==> src/rtl/host_win_pkg.sv <==
package host_win_pkg;
  typedef enum logic [1:0] {
    OFS_PTR = 2'd0,
    OFS_CTL = 2'd1,
    OFS_LO  = 2'd2,
    OFS_HI  = 2'd3
  } ofs_e;

  localparam logic [7:0] P_ADC     = 8'h00;
  localparam logic [7:0] P_CHAN    = 8'h01;
  localparam logic [7:0] P_DAC_A   = 8'h02;
  localparam logic [7:0] P_CTC_CLR = 8'h08;
  localparam logic [7:0] P_DIO_CFG = 8'h09;
  localparam logic [7:0] P_DIO_LO  = 8'h0A;
  localparam logic [7:0] P_DIO_HI  = 8'h0B;
  localparam logic [7:0] P_LED     = 8'h80;
  localparam logic [7:0] P_ID      = 8'h81;
  localparam logic [7:0] ID_BYTE   = 8'h2D;
  localparam logic [7:0] RD_IDLE   = 8'hFF;
  localparam int unsigned N_DAC    = 2;

  typedef struct packed {
    logic             ptr_we;
    logic             adc_start;
    logic             adc_ack;
    logic             chan_we;
    logic             ctc_wr;
    logic             ctc_rd;
    logic             ctc_clr;
    logic             dio_wr;
    logic             dio_rd;
    logic             led_we;
    logic [N_DAC-1:0] dac_lo_we;
    logic [N_DAC-1:0] dac_hi_we;
  } strb_t;
endpackage

==> src/rtl/host_win_decode.sv <==
module host_win_decode
  import host_win_pkg::*;
(
  input  logic [1:0] addr_i,
  input  logic       wr_i,
  input  logic       rd_i,
  input  logic [7:0] ptr_i,
  output strb_t      strb_o
);
  logic is_ctc, is_dio;

  always_comb begin
    is_ctc = (ptr_i[7:2] == 6'd1);
    is_dio = (ptr_i == P_DIO_CFG) || (ptr_i == P_DIO_LO) || (ptr_i == P_DIO_HI);
    strb_o = '0;
    unique case (ofs_e'(addr_i))
      OFS_PTR: strb_o.ptr_we = wr_i;
      OFS_CTL: begin
        strb_o.adc_start = wr_i && (ptr_i == P_ADC);
        strb_o.chan_we   = wr_i && (ptr_i == P_CHAN);
        strb_o.ctc_wr    = wr_i && is_ctc;
        strb_o.ctc_rd    = rd_i && is_ctc;
        strb_o.ctc_clr   = wr_i && (ptr_i == P_CTC_CLR);
        strb_o.dio_wr    = wr_i && is_dio;
        strb_o.dio_rd    = rd_i && is_dio;
        strb_o.led_we    = wr_i && (ptr_i == P_LED);
      end
      OFS_LO: begin
        for (int k = 0; k < N_DAC; k++)
          strb_o.dac_lo_we[k] = wr_i && (ptr_i == P_DAC_A + 8'(k));
      end
      OFS_HI: begin
        strb_o.adc_ack = rd_i && (ptr_i == P_ADC);
        for (int k = 0; k < N_DAC; k++)
          strb_o.dac_hi_we[k] = wr_i && (ptr_i == P_DAC_A + 8'(k));
      end
    endcase
  end
endmodule

==> src/rtl/host_win_rdmux.sv <==
module host_win_rdmux
  import host_win_pkg::*;
#(
  parameter int unsigned ADC_W = 12
) (
  input  logic [1:0]       addr_i,
  input  logic [7:0]       ptr_i,
  input  logic [ADC_W-1:0] adc_data_i,
  input  logic             adc_rdy_n_i,
  input  logic             ctc_rdy_n_i,
  input  logic [7:0]       ctc_rdata_i,
  input  logic [7:0]       dio_rdata_i,
  input  logic             led_i,
  output logic [7:0]       rdata_o
);
  localparam int unsigned LO_W = ADC_W - 8;

  always_comb begin
    rdata_o = RD_IDLE;
    unique case (ofs_e'(addr_i))
      OFS_PTR: rdata_o = RD_IDLE;
      OFS_CTL: begin
        if (ptr_i == P_ADC)                                 rdata_o = {6'h3F, ctc_rdy_n_i, adc_rdy_n_i};
        else if (ptr_i[7:2] == 6'd1)                        rdata_o = ctc_rdata_i;
        else if (ptr_i == P_DIO_LO || ptr_i == P_DIO_HI)    rdata_o = dio_rdata_i;
        else if (ptr_i == P_LED)                            rdata_o = {7'd0, led_i};
        else if (ptr_i == P_ID)                             rdata_o = ID_BYTE;
      end
      OFS_LO: if (ptr_i == P_ADC) rdata_o = {adc_data_i[LO_W-1:0], {(8-LO_W){1'b0}}};
      OFS_HI: if (ptr_i == P_ADC) rdata_o = adc_data_i[ADC_W-1:LO_W];
    endcase
  end
endmodule

==> src/rtl/host_win_dac.sv <==
module host_win_dac #(
  parameter int unsigned DAC_W = 12
) (
  input  logic             clk_i,
  input  logic             rst_ni,
  input  logic             lo_we_i,
  input  logic             hi_we_i,
  input  logic [7:0]       wdata_i,
  output logic [DAC_W-1:0] word_o
);
  localparam int unsigned LO_W = DAC_W - 8;
  logic [LO_W-1:0] stage_q;

  // word only moves on the high byte, so no half-written value is ever visible
  always_ff @(posedge clk_i or negedge rst_ni) begin
    if (!rst_ni) begin
      stage_q <= '0;
      word_o  <= '0;
    end else begin
      if (lo_we_i) stage_q <= wdata_i[7:8-LO_W];
      if (hi_we_i) word_o  <= {wdata_i, stage_q};
    end
  end
endmodule

==> src/rtl/host_win_stretch.sv <==
module host_win_stretch #(
  parameter int unsigned CYCLES = 16
) (
  input  logic clk_i,
  input  logic rst_ni,
  input  logic hit_i,
  output logic act_o
);
  localparam int unsigned CW = $clog2(CYCLES + 1);
  localparam logic [CW-1:0] LOAD = CW'(CYCLES);
  logic [CW-1:0] cnt_q;

  always_ff @(posedge clk_i or negedge rst_ni) begin
    if (!rst_ni)            cnt_q <= '0;
    else if (hit_i)         cnt_q <= LOAD;
    else if (cnt_q != '0)   cnt_q <= cnt_q - 1'b1;
  end

  assign act_o = (cnt_q != '0);
endmodule

==> src/rtl/host_win.sv <==
module host_win
  import host_win_pkg::*;
#(
  parameter int unsigned ADC_W      = 12,
  parameter int unsigned DAC_W      = 12,
  parameter int unsigned CHAN_W     = 4,
  parameter int unsigned ACT_CYCLES = 16
) (
  input  logic              clk_i,
  input  logic              rst_ni,
  input  logic [1:0]        bus_addr_i,
  input  logic              bus_wr_i,
  input  logic              bus_rd_i,
  input  logic [7:0]        bus_wdata_i,
  output logic [7:0]        bus_rdata_o,
  input  logic [ADC_W-1:0]  adc_data_i,
  input  logic              adc_done_i,
  output logic              adc_start_o,
  output logic [CHAN_W-1:0] mux_chan_o,
  output logic [DAC_W-1:0]  dac_a_o,
  output logic [DAC_W-1:0]  dac_b_o,
  input  logic              ctc_edge_i,
  input  logic [7:0]        ctc_rdata_i,
  output logic [1:0]        ctc_sel_o,
  output logic              ctc_wr_o,
  output logic              ctc_rd_o,
  output logic              ctc_clr_o,
  output logic              ctc_irq_o,
  input  logic [7:0]        dio_rdata_i,
  output logic [1:0]        dio_sel_o,
  output logic              dio_wr_o,
  output logic              dio_rd_o,
  output logic              led_o,
  output logic              act_o
);
  strb_t             strb;
  logic [7:0]        ptr_q;
  logic              adc_rdy_nq, ctc_rdy_nq, led_q;
  logic [CHAN_W-1:0] chan_q;
  logic [DAC_W-1:0]  dac_words [N_DAC];

  host_win_decode u_decode (
    .addr_i (bus_addr_i),
    .wr_i   (bus_wr_i),
    .rd_i   (bus_rd_i),
    .ptr_i  (ptr_q),
    .strb_o (strb)
  );

  host_win_rdmux #(.ADC_W(ADC_W)) u_rdmux (
    .addr_i      (bus_addr_i),
    .ptr_i       (ptr_q),
    .adc_data_i  (adc_data_i),
    .adc_rdy_n_i (adc_rdy_nq),
    .ctc_rdy_n_i (ctc_rdy_nq),
    .ctc_rdata_i (ctc_rdata_i),
    .dio_rdata_i (dio_rdata_i),
    .led_i       (led_q),
    .rdata_o     (bus_rdata_o)
  );

  always_ff @(posedge clk_i or negedge rst_ni) begin
    if (!rst_ni) begin
      ptr_q      <= '0;
      adc_rdy_nq <= 1'b1;
      ctc_rdy_nq <= 1'b1;
      chan_q     <= '0;
      led_q      <= 1'b0;
    end else begin
      if (strb.ptr_we)   ptr_q  <= bus_wdata_i;
      if (strb.chan_we)  chan_q <= bus_wdata_i[CHAN_W-1:0];
      if (strb.led_we)   led_q  <= bus_wdata_i[0];
      // a new event beats the acknowledge in the same cycle
      if (adc_done_i)        adc_rdy_nq <= 1'b0;
      else if (strb.adc_ack) adc_rdy_nq <= 1'b1;
      if (ctc_edge_i)        ctc_rdy_nq <= 1'b0;
      else if (strb.ctc_clr) ctc_rdy_nq <= 1'b1;
    end
  end

  for (genvar g = 0; g < N_DAC; g++) begin : g_dac
    host_win_dac #(.DAC_W(DAC_W)) u_dac (
      .clk_i   (clk_i),
      .rst_ni  (rst_ni),
      .lo_we_i (strb.dac_lo_we[g]),
      .hi_we_i (strb.dac_hi_we[g]),
      .wdata_i (bus_wdata_i),
      .word_o  (dac_words[g])
    );
  end

  host_win_stretch #(.CYCLES(ACT_CYCLES)) u_act (
    .clk_i  (clk_i),
    .rst_ni (rst_ni),
    .hit_i  (bus_wr_i || bus_rd_i),
    .act_o  (act_o)
  );

  assign dac_a_o     = dac_words[0];
  assign dac_b_o     = dac_words[1];
  assign mux_chan_o  = chan_q;
  assign led_o       = led_q;
  assign adc_start_o = strb.adc_start;
  assign ctc_sel_o   = ptr_q[1:0];
  assign ctc_wr_o    = strb.ctc_wr;
  assign ctc_rd_o    = strb.ctc_rd;
  assign ctc_clr_o   = strb.ctc_clr;
  assign ctc_irq_o   = ~ctc_rdy_nq;
  assign dio_sel_o   = ptr_q[1:0] - 2'd1;
  assign dio_wr_o    = strb.dio_wr;
  assign dio_rd_o    = strb.dio_rd;
endmodule

==> config.mk <==
export PLATFORM = sky130hd
export DESIGN_NAME = host_win
export DESIGN_NICKNAME = d
export VERILOG_FILES = /design/src/rtl/host_win_pkg.sv /design/src/rtl/host_win_decode.sv /design/src/rtl/host_win_rdmux.sv /design/src/rtl/host_win_dac.sv /design/src/rtl/host_win_stretch.sv /design/src/rtl/host_win.sv
export SDC_FILE = /design/constraint.sdc
export NUM_CORES = 1
export LEC_CHECK = 0
export BUFFER_PORTS_ARGS = -buffer_cell sky130_fd_sc_hd__buf_2
export CORE_ASPECT_RATIO = 1.1
export CORE_MARGIN = 2
export CORE_UTILIZATION = 36
export CTS_BUF_LIST = sky130_fd_sc_hd__clkbuf_16
export DETAILED_ROUTE_END_ITERATION = 16
export PLACE_DENSITY = 0.72
export SLEW_MARGIN = 25
export SYNTH_ARGS = -nofsm -noshare
export SYNTH_HDL_FRONTEND = slang
export SYNTH_HIERARCHICAL = 1
export SYNTH_SLANG_ARGS = --single-unit
==> constraint.sdc <==
create_clock -name clk_i -period 2.3 [get_ports clk_i]
set_input_delay 0.69 -clock clk_i [delete_from_list [all_inputs] [get_ports clk_i]]
set_output_delay 0.69 -clock clk_i [all_outputs]
set_load 0.02 [all_outputs]
* Word level (Yosys, flattened, before mapping)
Cells that the tools add are included.
** Word-level totals
- Register bits :: 52
- Input bits :: 44
- Output and inout bits :: 49
- Logic and storage cells :: 67
** Cells by class
- Add/subtract/negate cells :: 2
- Equality and inequality tests :: 13
- Mux-type cells :: 20
- Bitwise gates (word level) :: 1
- Reductions and logical operators :: 21
** Operators with widths (number)
- 8-bit 2-to-1 mux :: 7
- 8-bit by 4-bit equality test with 1-bit output, second input constant :: 4
- 8-bit one-hot mux with 4 select lines :: 1
- 8-bit by 2-bit equality test with 1-bit output, second input constant :: 2
- 8-bit equality test, second input constant :: 2
- 1-bit logical AND :: 11
- 5-bit 2-to-1 mux :: 2
- 8-bit by 1-bit equality test with 1-bit output, second input constant :: 1
- 8-bit zero test :: 1
- 1-bit 2-to-1 mux :: 7
- 7-bit 2-to-1 mux :: 1
- 6-bit by 1-bit equality test with 1-bit output, second input constant :: 1
- 2-bit nonzero test :: 3
- 5-bit nonzero test :: 1
- 5-bit by 1-bit subtractor with 5-bit output, second input constant :: 1
- 2-bit equality test, second input constant :: 2
- 1-bit logical OR :: 4
- 2-bit 2-to-1 mux :: 2
- 2-bit by 1-bit equality test with 1-bit output, second input constant :: 1
- 2-bit zero test :: 1
- 2-bit by 1-bit subtractor with 2-bit output, second input constant :: 1
- 1-bit NOT :: 1

* Depth between registers and ports, before layout
Gate-level depths: netlist (run 1).
- Depth in word-level cells :: 7
- Depth in mapped cells :: 6
- Mapped depth without buffers :: 5

* Hierarchy
The synthesis (run 1) kept the hierarchy.
** Modules (own cells, without submodules)
- host_win_dac :: instances 2, cells each 33, area each 629.4 µm², sequential area each 400.4 µm²
- host_win :: instances 1, cells each 37, area each 623.1 µm², sequential area each 377.9 µm²
- host_win_rdmux :: instances 1, cells each 57, area each 386.6 µm², sequential area each 0.0 µm²
- host_win_stretch :: instances 1, cells each 25, area each 261.5 µm², sequential area each 125.1 µm²
- host_win_decode :: instances 1, cells each 30, area each 205.2 µm², sequential area each 0.0 µm²

* Worst setup path before layout (run 1)
OpenSTA, ideal clock, no wires.
- Kind :: flip-flop to output port
- From :: register ptr_q[7]
- To :: output port dio_rd_o
- Data arrival time :: 1.746 ns
- Required time :: 1.610 ns
- Setup slack :: -0.136 ns
- Cell stages (with the launch flop) :: 3
- Buffers on the path :: 0
- Cells stage by stage :: dfrtp_1 > or4_4 > nor4_1
** On the way
- Cells in the longest elaborated chain, start to end :: 5
- Elaborated cells between the ends (all ways) :: 7
- Those cells by class :: eq/ne: 3; mux: 1; reduce/logical: 3
** RTL lines
- start, declared :: line host_win.sv:37 : logic [7:0] ptr_q;
- start signal, assigned :: line host_win.sv:70 : if (strb.ptr_we) ptr_q <= bus_wdata_i;
- 8-bit by 4-bit equality test with 1-bit output :: line host_win_decode.sv:14 : is_dio = (ptr_i == P_DIO_CFG) || (ptr_i == P_DIO_LO) || (ptr_i == P_DIO_HI);
- 1-bit logical OR :: line host_win_decode.sv:14
- 1-bit logical OR (*) :: line host_win_decode.sv:14
- 1-bit logical AND (*) :: line host_win_decode.sv:25 : strb_o.dio_rd = rd_i && is_dio;
- 7-bit 2-to-1 mux (*) :: line host_win_decode.sv:16 : unique case (ofs_e'(addr_i))
- end, declared :: line host_win.sv:32 : output logic dio_rd_o,
Mark *: on every way between the ends. The rest lies on a longest branch, timed or not.

* Worst setup path in the final report (run 1)
- From :: register ptr_q[0]
- To :: output port bus_rdata_o[2]
** On the way
- Cells in the longest elaborated chain, start to end :: 6
- Elaborated cells between the ends (all ways) :: 12
- Those cells by class :: eq/ne: 3; mux: 7; reduce/logical: 2
** RTL lines
- 8-bit equality test / 8-bit by 4-bit equality test with 1-bit output (equally long branches) :: line host_win_rdmux.sv:26, host_win_rdmux.sv:25
- 8-bit 2-to-1 mux / 1-bit logical OR (equally long branches) :: line host_win_rdmux.sv:26, host_win_rdmux.sv:25
- 8-bit 2-to-1 mux :: line host_win_rdmux.sv:25 : else if (ptr_i == P_DIO_LO || ptr_i == P_DIO_HI) rdata_o = dio_rdata_i;
- 8-bit 2-to-1 mux :: line host_win_rdmux.sv:24 : else if (ptr_i[7:2] == 6'd1) rdata_o = ctc_rdata_i;
- 8-bit 2-to-1 mux :: line host_win_rdmux.sv:23 : if (ptr_i == P_ADC) rdata_o = {6'h3F, ctc_rdy_n_i, adc_rdy_n_i};
- 8-bit one-hot mux with 4 select lines (*) :: line host_win_rdmux.sv:20 : unique case (ofs_e'(addr_i))
- end, declared :: line host_win.sv:15 : output logic [7:0] bus_rdata_o,
Marked as above.

==> run_results.csv, run 1 <==
group,metric,value,unit
cts,cts_tree,"built",
sta,postLayoutSetupSlackWorst,-450,ps
final_layout,multi_input_area,1510,um^2
setup_path,cp-end-kind,"primary output",
floorplanning,fp-row-count,33,
setup_path,critPathRequiredTime,1610,ps
setup_path,crit_fanout,5,
pwr,leakagePower,2.00,nW
floorplanning,ios,93,
global_route,first_global_vias,2265,
status,violations,"setup timing",
route,via_count,2252,
global_route,grt_max_degree,30,
synthesis,ys_ff_latch,52,
cts,cts_sinks,52,
setup_path,worst_setup_path_start_kind,"flip-flop",
sta,fin_crit_sh,120,%
sta,hold_viol_final,0,
global_route,grt_first_pass_wirelength,10900,um
final_layout,antenna_cells,0,
floorplanning,coreArea,7430,um^2
sta,fin_skew,7.55,ps
floorplanning,fp.dieArea,8310,um^2
synthesis,ys_types,42,
synthesis,syn-num-nets,260,
placed_design,dp_hpwl,5190,um
sta,max_slew_margin,72.0,%
floorplanning,initial_core_util,36.8,%
cts,cts.clk_slew.worst_paths,70,ps
final_layout,final_cell_mix,"buf_2, buf_4, dfrtp_1",
synthesis,avgSynthCellArea,12.7,um^2
final_layout,final_common_cell,"buf_2",
cts,cts_buffer_depth,2,
sta,fmax,0.364,GHz
pwr,p_per_area,605,nW/um^2
cts,cts_hold_buf,0,
pwr,comb_power_share,27.9,%
pwr,peakVddDrop,0.484,mV
synthesis,synth_ff_type,"dfrtp_1",
pwr,clkPwrFrac,28.9,%
cts,insertion_delay,290,ps
route,avgRoutedWirePerCell,15.8,um
global_route,grt_use_total,16.8,%
setup_path,reg2reg_slack,70,ps
synthesis,syn_inst,215,
global_route,grt_antenna_before_repair,0,
final_layout,area_delta_synth_final,46.8,%
global_route,grt_overflow,0,
min_path,min_path_type,"in -> async",
floorplanning,die_y,95.4,um
floorplanning,die_w,87.1,um
pwr,p_sw_share,29.4,%
sta,setup_viol,14,
final_layout,fin_nets,399,
status,status,"finished with violations",
route,first_iter_violations,52,
placed_design,globalplace.congestion,0.844,
synthesis,synth-edff-count,0,
flow_run,maxCapViolations,0,
setup_path,critical_path_arrival,2060,ps
route,wirelength,6990,um
cts,cts_root_buffer,"clkbuf_16",
cts,htreeDepth,2,
route,viasPerCell,5.10,
cts,cts_buffers,5,
pwr,seqPwrFrac,43.2,%
final_layout,seq_area,1310,um^2
final_layout,fill_cells,629,
route,ant_nets,0,
final_layout,final_layout_size_suffix_gt1_share,66.5,%
setup_path,worstSetupPathType,"reg -> out",
sta,min_period,2750,ps
sta,setup_tns,-4770,ps
pwr,intPower,1.71,mW
placed_design,preCtsSetupSlack,-197,ps
sta,tightest_slew,420,ps
route,dr.pass1.iters,4,
synthesis,async_flop_share,100,%
pwr,switchingPower,0.715,mW
sta,rsz0062_at_grt,"yes",
synthesis,ys_seq_area_share,47.7,%
route,drc,0,
sta,finalMaxSlewViolations,0,
synthesis,syn_area,2740,um^2
placed_design,port_buffers,92,
synthesis,yosysWarnings,6,
==> worst paths after layout <==
path | start | to | cells after the start
hold / removal | rst_ni | g_dac[0].u_dac/word_o[4] | 2
setup / recovery | ptr_q[0] | bus_rdata_o[2] | 5
min in group clk_i | g_dac[1].u_dac/word_o[1] | g_dac[1].u_dac/word_o[1] | 1
max in group asynchronous | rst_ni | g_dac[0].u_dac/word_o[3] | 2
setup reg to reg | ptr_q[6] | g_dac[0].u_dac/word_o[0] | 7
hold reg to reg | g_dac[1].u_dac/word_o[1] | g_dac[1].u_dac/word_o[1] | 1
==> repair_timing <==
item,4_1_cts,5_1_grt
resized for setup,32,17
buffers inserted,6,3
setup endpoints to repair,15,43
pin swaps,17,8
==> per-layer routing <==
layer | routed length, um | track usage, %
met4 | 133 | 4.87
met2 | 3350 | 29.1
met5 | 0 | 0
met3 | 502 | 3.38
met1 | 3010 | 21.3
==> cells by family (layout without fill, tap and decap cells) <==
| family | after synthesis | in the layout | synth area share [%] |
|---|---|---|---|
| fa+ha+maj | 1 | 1 | 0.457 |
| buf+inv | 17 | 157 | 4.16 |
| simple gates | 65 | 65 | 15.7 |
| compound gates | 29 | 29 | 7.50 |
| flops | 52 | 52 | 47.7 |
| mux | 49 | 49 | 23.8 |
| xor+xnor | 2 | 2 | 0.641 |
==> flip-flops by register name, indices dropped and copies added (netlist names) <==
| register | count |
|---|---|
| mux_chan_o | 4 |
| ctc_rdy_nq | 1 |
| u_act/cnt_q | 5 |
| adc_rdy_nq | 1 |
| led_o | 1 |
| ptr_q | 8 |
| g_dac.u_dac/word_o | 24 |
| g_dac.u_dac/stage_q | 8 |
==> cell type report <==
cell class              instances  area share (%)
clock buffers                   5            3.12
clock inverters                 3           0.405
inverters                       7           0.655
multi-input cells             146            37.6
flip-flops and latches         52            32.5
well taps                      87            2.71
repair buffers                142            22.9
==> power by group through the flow <==
stage | registers, mW | clock network (mW) | logic [mW]
after floorplan | 1.11 | 0 | 0.310
after global placement | 1.06 | 0 | 0.588
after detailed placement | 1.06 | 0 | 0.602
after CTS | 1.05 | 0.722 | 0.641
after global routing | 1.06 | 0.761 | 0.729
final | 1.05 | 0.703 | 0.677
==> metrics by stage <==
step	std cells	instance area, um^2	hold slack [ps]	utilization, %	power [mW]
finish	442	4010	380	54.0	2.43
floorplan	215	2810	394	-	1.42
global placement	426	3620	486	48.7	1.65
detailed placement	426	3620	487	48.7	1.66
global route	442	4010	415	54.0	2.55
CTS	440	3920	386	52.7	2.41
==> synth_stat cells (2+ instances only) <==
cell type | n | area share [%]
o21ai_0 | 8 | 1.5
a21oi_1 | 4 | 0.73
buf_4 | 3 | 0.82
nand2b_1 | 5 | 1.1
xnor2_1 | 2 | 0.64
or4_4 | 2 | 0.82
a32oi_1 | 4 | 1.3
dfstp_2 | 2 | 1.9
o21a_1 | 3 | 0.82
mux2_4 | 28 | 15
or3_1 | 2 | 0.46
nor4b_4 | 2 | 1.7
mux2i_1 | 4 | 1.5
nor4_1 | 7 | 1.6
a22oi_1 | 3 | 0.82
nor2_1 | 6 | 0.82
o21ba_2 | 2 | 0.73
nand2_1 | 14 | 1.9
nor3_1 | 9 | 1.6
dfrtp_1 | 50 | 46
mux2_2 | 17 | 7.0
or4b_2 | 3 | 1.1
inv_1 | 7 | 0.96
or2_2 | 3 | 0.69
buf_6 | 5 | 2.1
nand3b_1 | 4 | 1.1
==> critical path: stages, from the launching register on <==
cell and delay [ps]:
dfrtp_2 410, or4_4 560, nor4b_4 380, a22oi_1 150
o21a_2 140, buf_6 120
(Power assumes the default switching activity.)
==> run 2, diff against run 1 <==
Settings changed: CORE_UTILIZATION 36 to 50, PLACE_DENSITY 0.72 to 0.89, TNS_END_PERCENT from default to 20.
Clock period 2.3 ns to 2.7 ns, I/O delays scaled along.
==> run 2 against run 1 <==
Highest routed layer unchanged. The run still ends with setup timing left. Clock-buffer cell count did not move. Cell count fell by 6.3%. Critical path depth up 2. First-iteration DRC count grew 25%. Worst hold slack better by 67 ps. Flip-flop and latch count unchanged. Register-to-register slack improved by 230 ps. Largest cell class unchanged. Total power is 13% lower.
==> run_results.csv, run 2 (synthesis gave the netlist of run 1 again) <==
group,metric,value,unit
sta,finalMaxSlewViolations,0,
cts,insertion_delay,290,ps
setup_path,slowest_stage,"or3_4",
setup_path,crit_path_cell_trace,"or3_4, buf_6, nor4b_4, buf_6, buf_6, a32oi_1, buf_4",
sta,fmax,0.350,GHz
global_route,grt_overflow,0,
sta,whs,447,ps
final_layout,antenna_cells,0,
global_route,top_usage_layer,"met2",
setup_path,reg2reg_slack,300,ps
route,wirelength,6790,um
sta,setup_viol,12,
cts,cts_buffer_depth,2,
setup_path,critical_path_arrival,2050,ps
final_layout,stdcell_area,3800,um^2
placed_design,dp_cells,395,
min_path,min_path_type,"in -> async",
setup_path,crit_top_cell,"buf_6",
cts,htreeDepth,2,
flow_run,maxCapViolations,0,
floorplanning,die_w,74.5,um
sta,postLayoutSetupSlackWorst,-157,ps
floorplanning,coreArea,5330,um^2
global_route,met3_usage,3.68,%
route,via_count,2227,
setup_path,worstSetupPathType,"reg -> out",
global_route,grt_max_degree,22,
floorplanning,die_y,81.6,um
global_route,first_global_vias,2161,
pwr,peakVddDrop,0.509,mV
final_layout,postLayoutCoreUtil,71.3,%
cts,cts_tree,"built",
final_layout,top_register,"g_dac.u_dac/word_o",
setup_path,worst_setup_path_start_kind,"flip-flop",
placed_design,preCtsSetupSlack,1.52,ps
placed_design,port_buffers,92,
sta,fin_crit_sh,106,%
final_layout,top_regs,"g_dac.u_dac/word_o (24), g_dac.u_dac/stage_q (8), ptr_q (8)",
sta,max_slew_margin,67.8,%
route,drc,0,
route,ant_nets,0,
final_layout,area_delta_synth_final,38.9,%
route,dr.pass1.iters,4,
global_route,use_met2,41.9,%
cts,cts_root_buffer,"clkbuf_16",
setup_path,crit_fanout,5,
cts,cts.clk_slew.worst_paths,60,ps
floorplanning,fp-row-count,28,
placed_design,postPlaceCellArea,3400,um^2
final_layout,fin_nets,383,
setup_path,critPathRequiredTime,1890,ps
global_route,grt_antenna_before_repair,0,
setup_path,crit_path_max_incr_delay,430,ps
route,avgRoutedWirePerCell,16.4,um
floorplanning,fp.dieArea,6080,um^2
floorplanning,ios,93,
placed_design,globalplace.congestion,0.817,
setup_path,crit_family,"simple AND/OR/NAND/NOR gates",
placed_design,dp_hpwl,4910,um
route,viasPerCell,5.38,
final_layout,final_cell_mix,"buf_2, dfrtp_1, buf_4",
global_route,grt_first_pass_wirelength,10300,um
sta,tightest_slew,480,ps
final_layout,finalNonFillerCells,414,
pwr,power.total,2.12,mW
sta,fin_skew,4.46,ps
sta,setup_tns,-1220,ps
setup_path,crit_buf_inv,4,
route,first_iter_violations,65,
floorplanning,initial_core_util,51.4,%
final_layout,largest_reg_flops,24,
final_layout,fill_cells,377,
pwr,leakagePower,1.87,nW
sta,rsz0062_at_grt,"yes",
sta,min_period,2860,ps
cts,cts_sinks,52,
sta,hold_viol_final,0,
pwr,p_per_area,557,nW/um^2
global_route,met1_usage,26.8,%
status,violations,"setup timing",
global_route,grt_use_total,22.4,%
cts,cts_buffers,5,
setup_path,cp-end-kind,"primary output",
status,status,"finished with violations",
final_layout,final_layout_size_suffix_gt1_share,62.2,%
final_layout,final_common_cell,"buf_2",
## run 2: cell count changes in the layout (fill, tap and decap cells not counted), moves of 3 or more
cell,change
buf_6,-7
a22oi_2,+3
nor4_4,-4
o21a_1,+3
o21a_2,-3
a22oi_1,-3
buf_4,-11
## run 2: final timing paths
| kind | start | depth (start not counted) | end |
|---|---|---|---|
| min in group clk_i | g_dac[0].u_dac/word_o[11] | 1 | g_dac[0].u_dac/word_o[11] |
| worst max register to register | ptr_q[5] | 6 | g_dac[1].u_dac/word_o[11] |
| max in group asynchronous | rst_ni | 2 | ctc_rdy_nq |
| worst min register to register | g_dac[0].u_dac/word_o[11] | 1 | g_dac[0].u_dac/word_o[11] |
| worst min-delay path | rst_ni | 1 | g_dac[1].u_dac/word_o[5] |
| worst max-delay path | ptr_q[5] | 7 | bus_rdata_o[4] |
## run 2: worst reg2reg max path, stage by stage, from the launching register on
cell and delay (ps):
dfrtp_1 390, buf_4 130, buf_4 130, or4_4 540, nor4_2 410, buf_4 320
mux2_2 360
## run 2: area by class of cell
type | count | area [um^2] | share of cell area, %
inverters | 7 | 26.3 | 0.692
multi-input cells | 146 | 1430 | 37.5
repair buffers | 126 | 785 | 20.7
clock buffers | 5 | 125 | 3.29
well taps | 75 | 93.8 | 2.47
flip-flops and latches | 52 | 1310 | 34.4
clock inverters | 3 | 37.5 | 0.988
## run 2: power by group
group / internal (mW) / total (mW) / switching [mW]
clock network: 0.431 / 0.693 / 0.262
logic: 0.256 / 0.531 / 0.275
registers: 0.842 / 0.893 / 0.0515
total: 1.53 / 2.12 / 0.589
## run 2: metal layers
metal	routed length (um)	vias to the layer above	share of wire (%)
met3	404	8	5.9
met5	0	-	0
li1	-	1031	-
met2	3540	90	52
met4	74	0	1.1
met1	2770	1098	41
## run 2: timing repair
item / 4_1_cts / 5_1_grt
setup endpoints to repair: 13 / 12
hold buffers: 0 / 0
pin swaps: 10 / 7
gates resized for setup: 23 / 15
setup buffers: 7 / 4
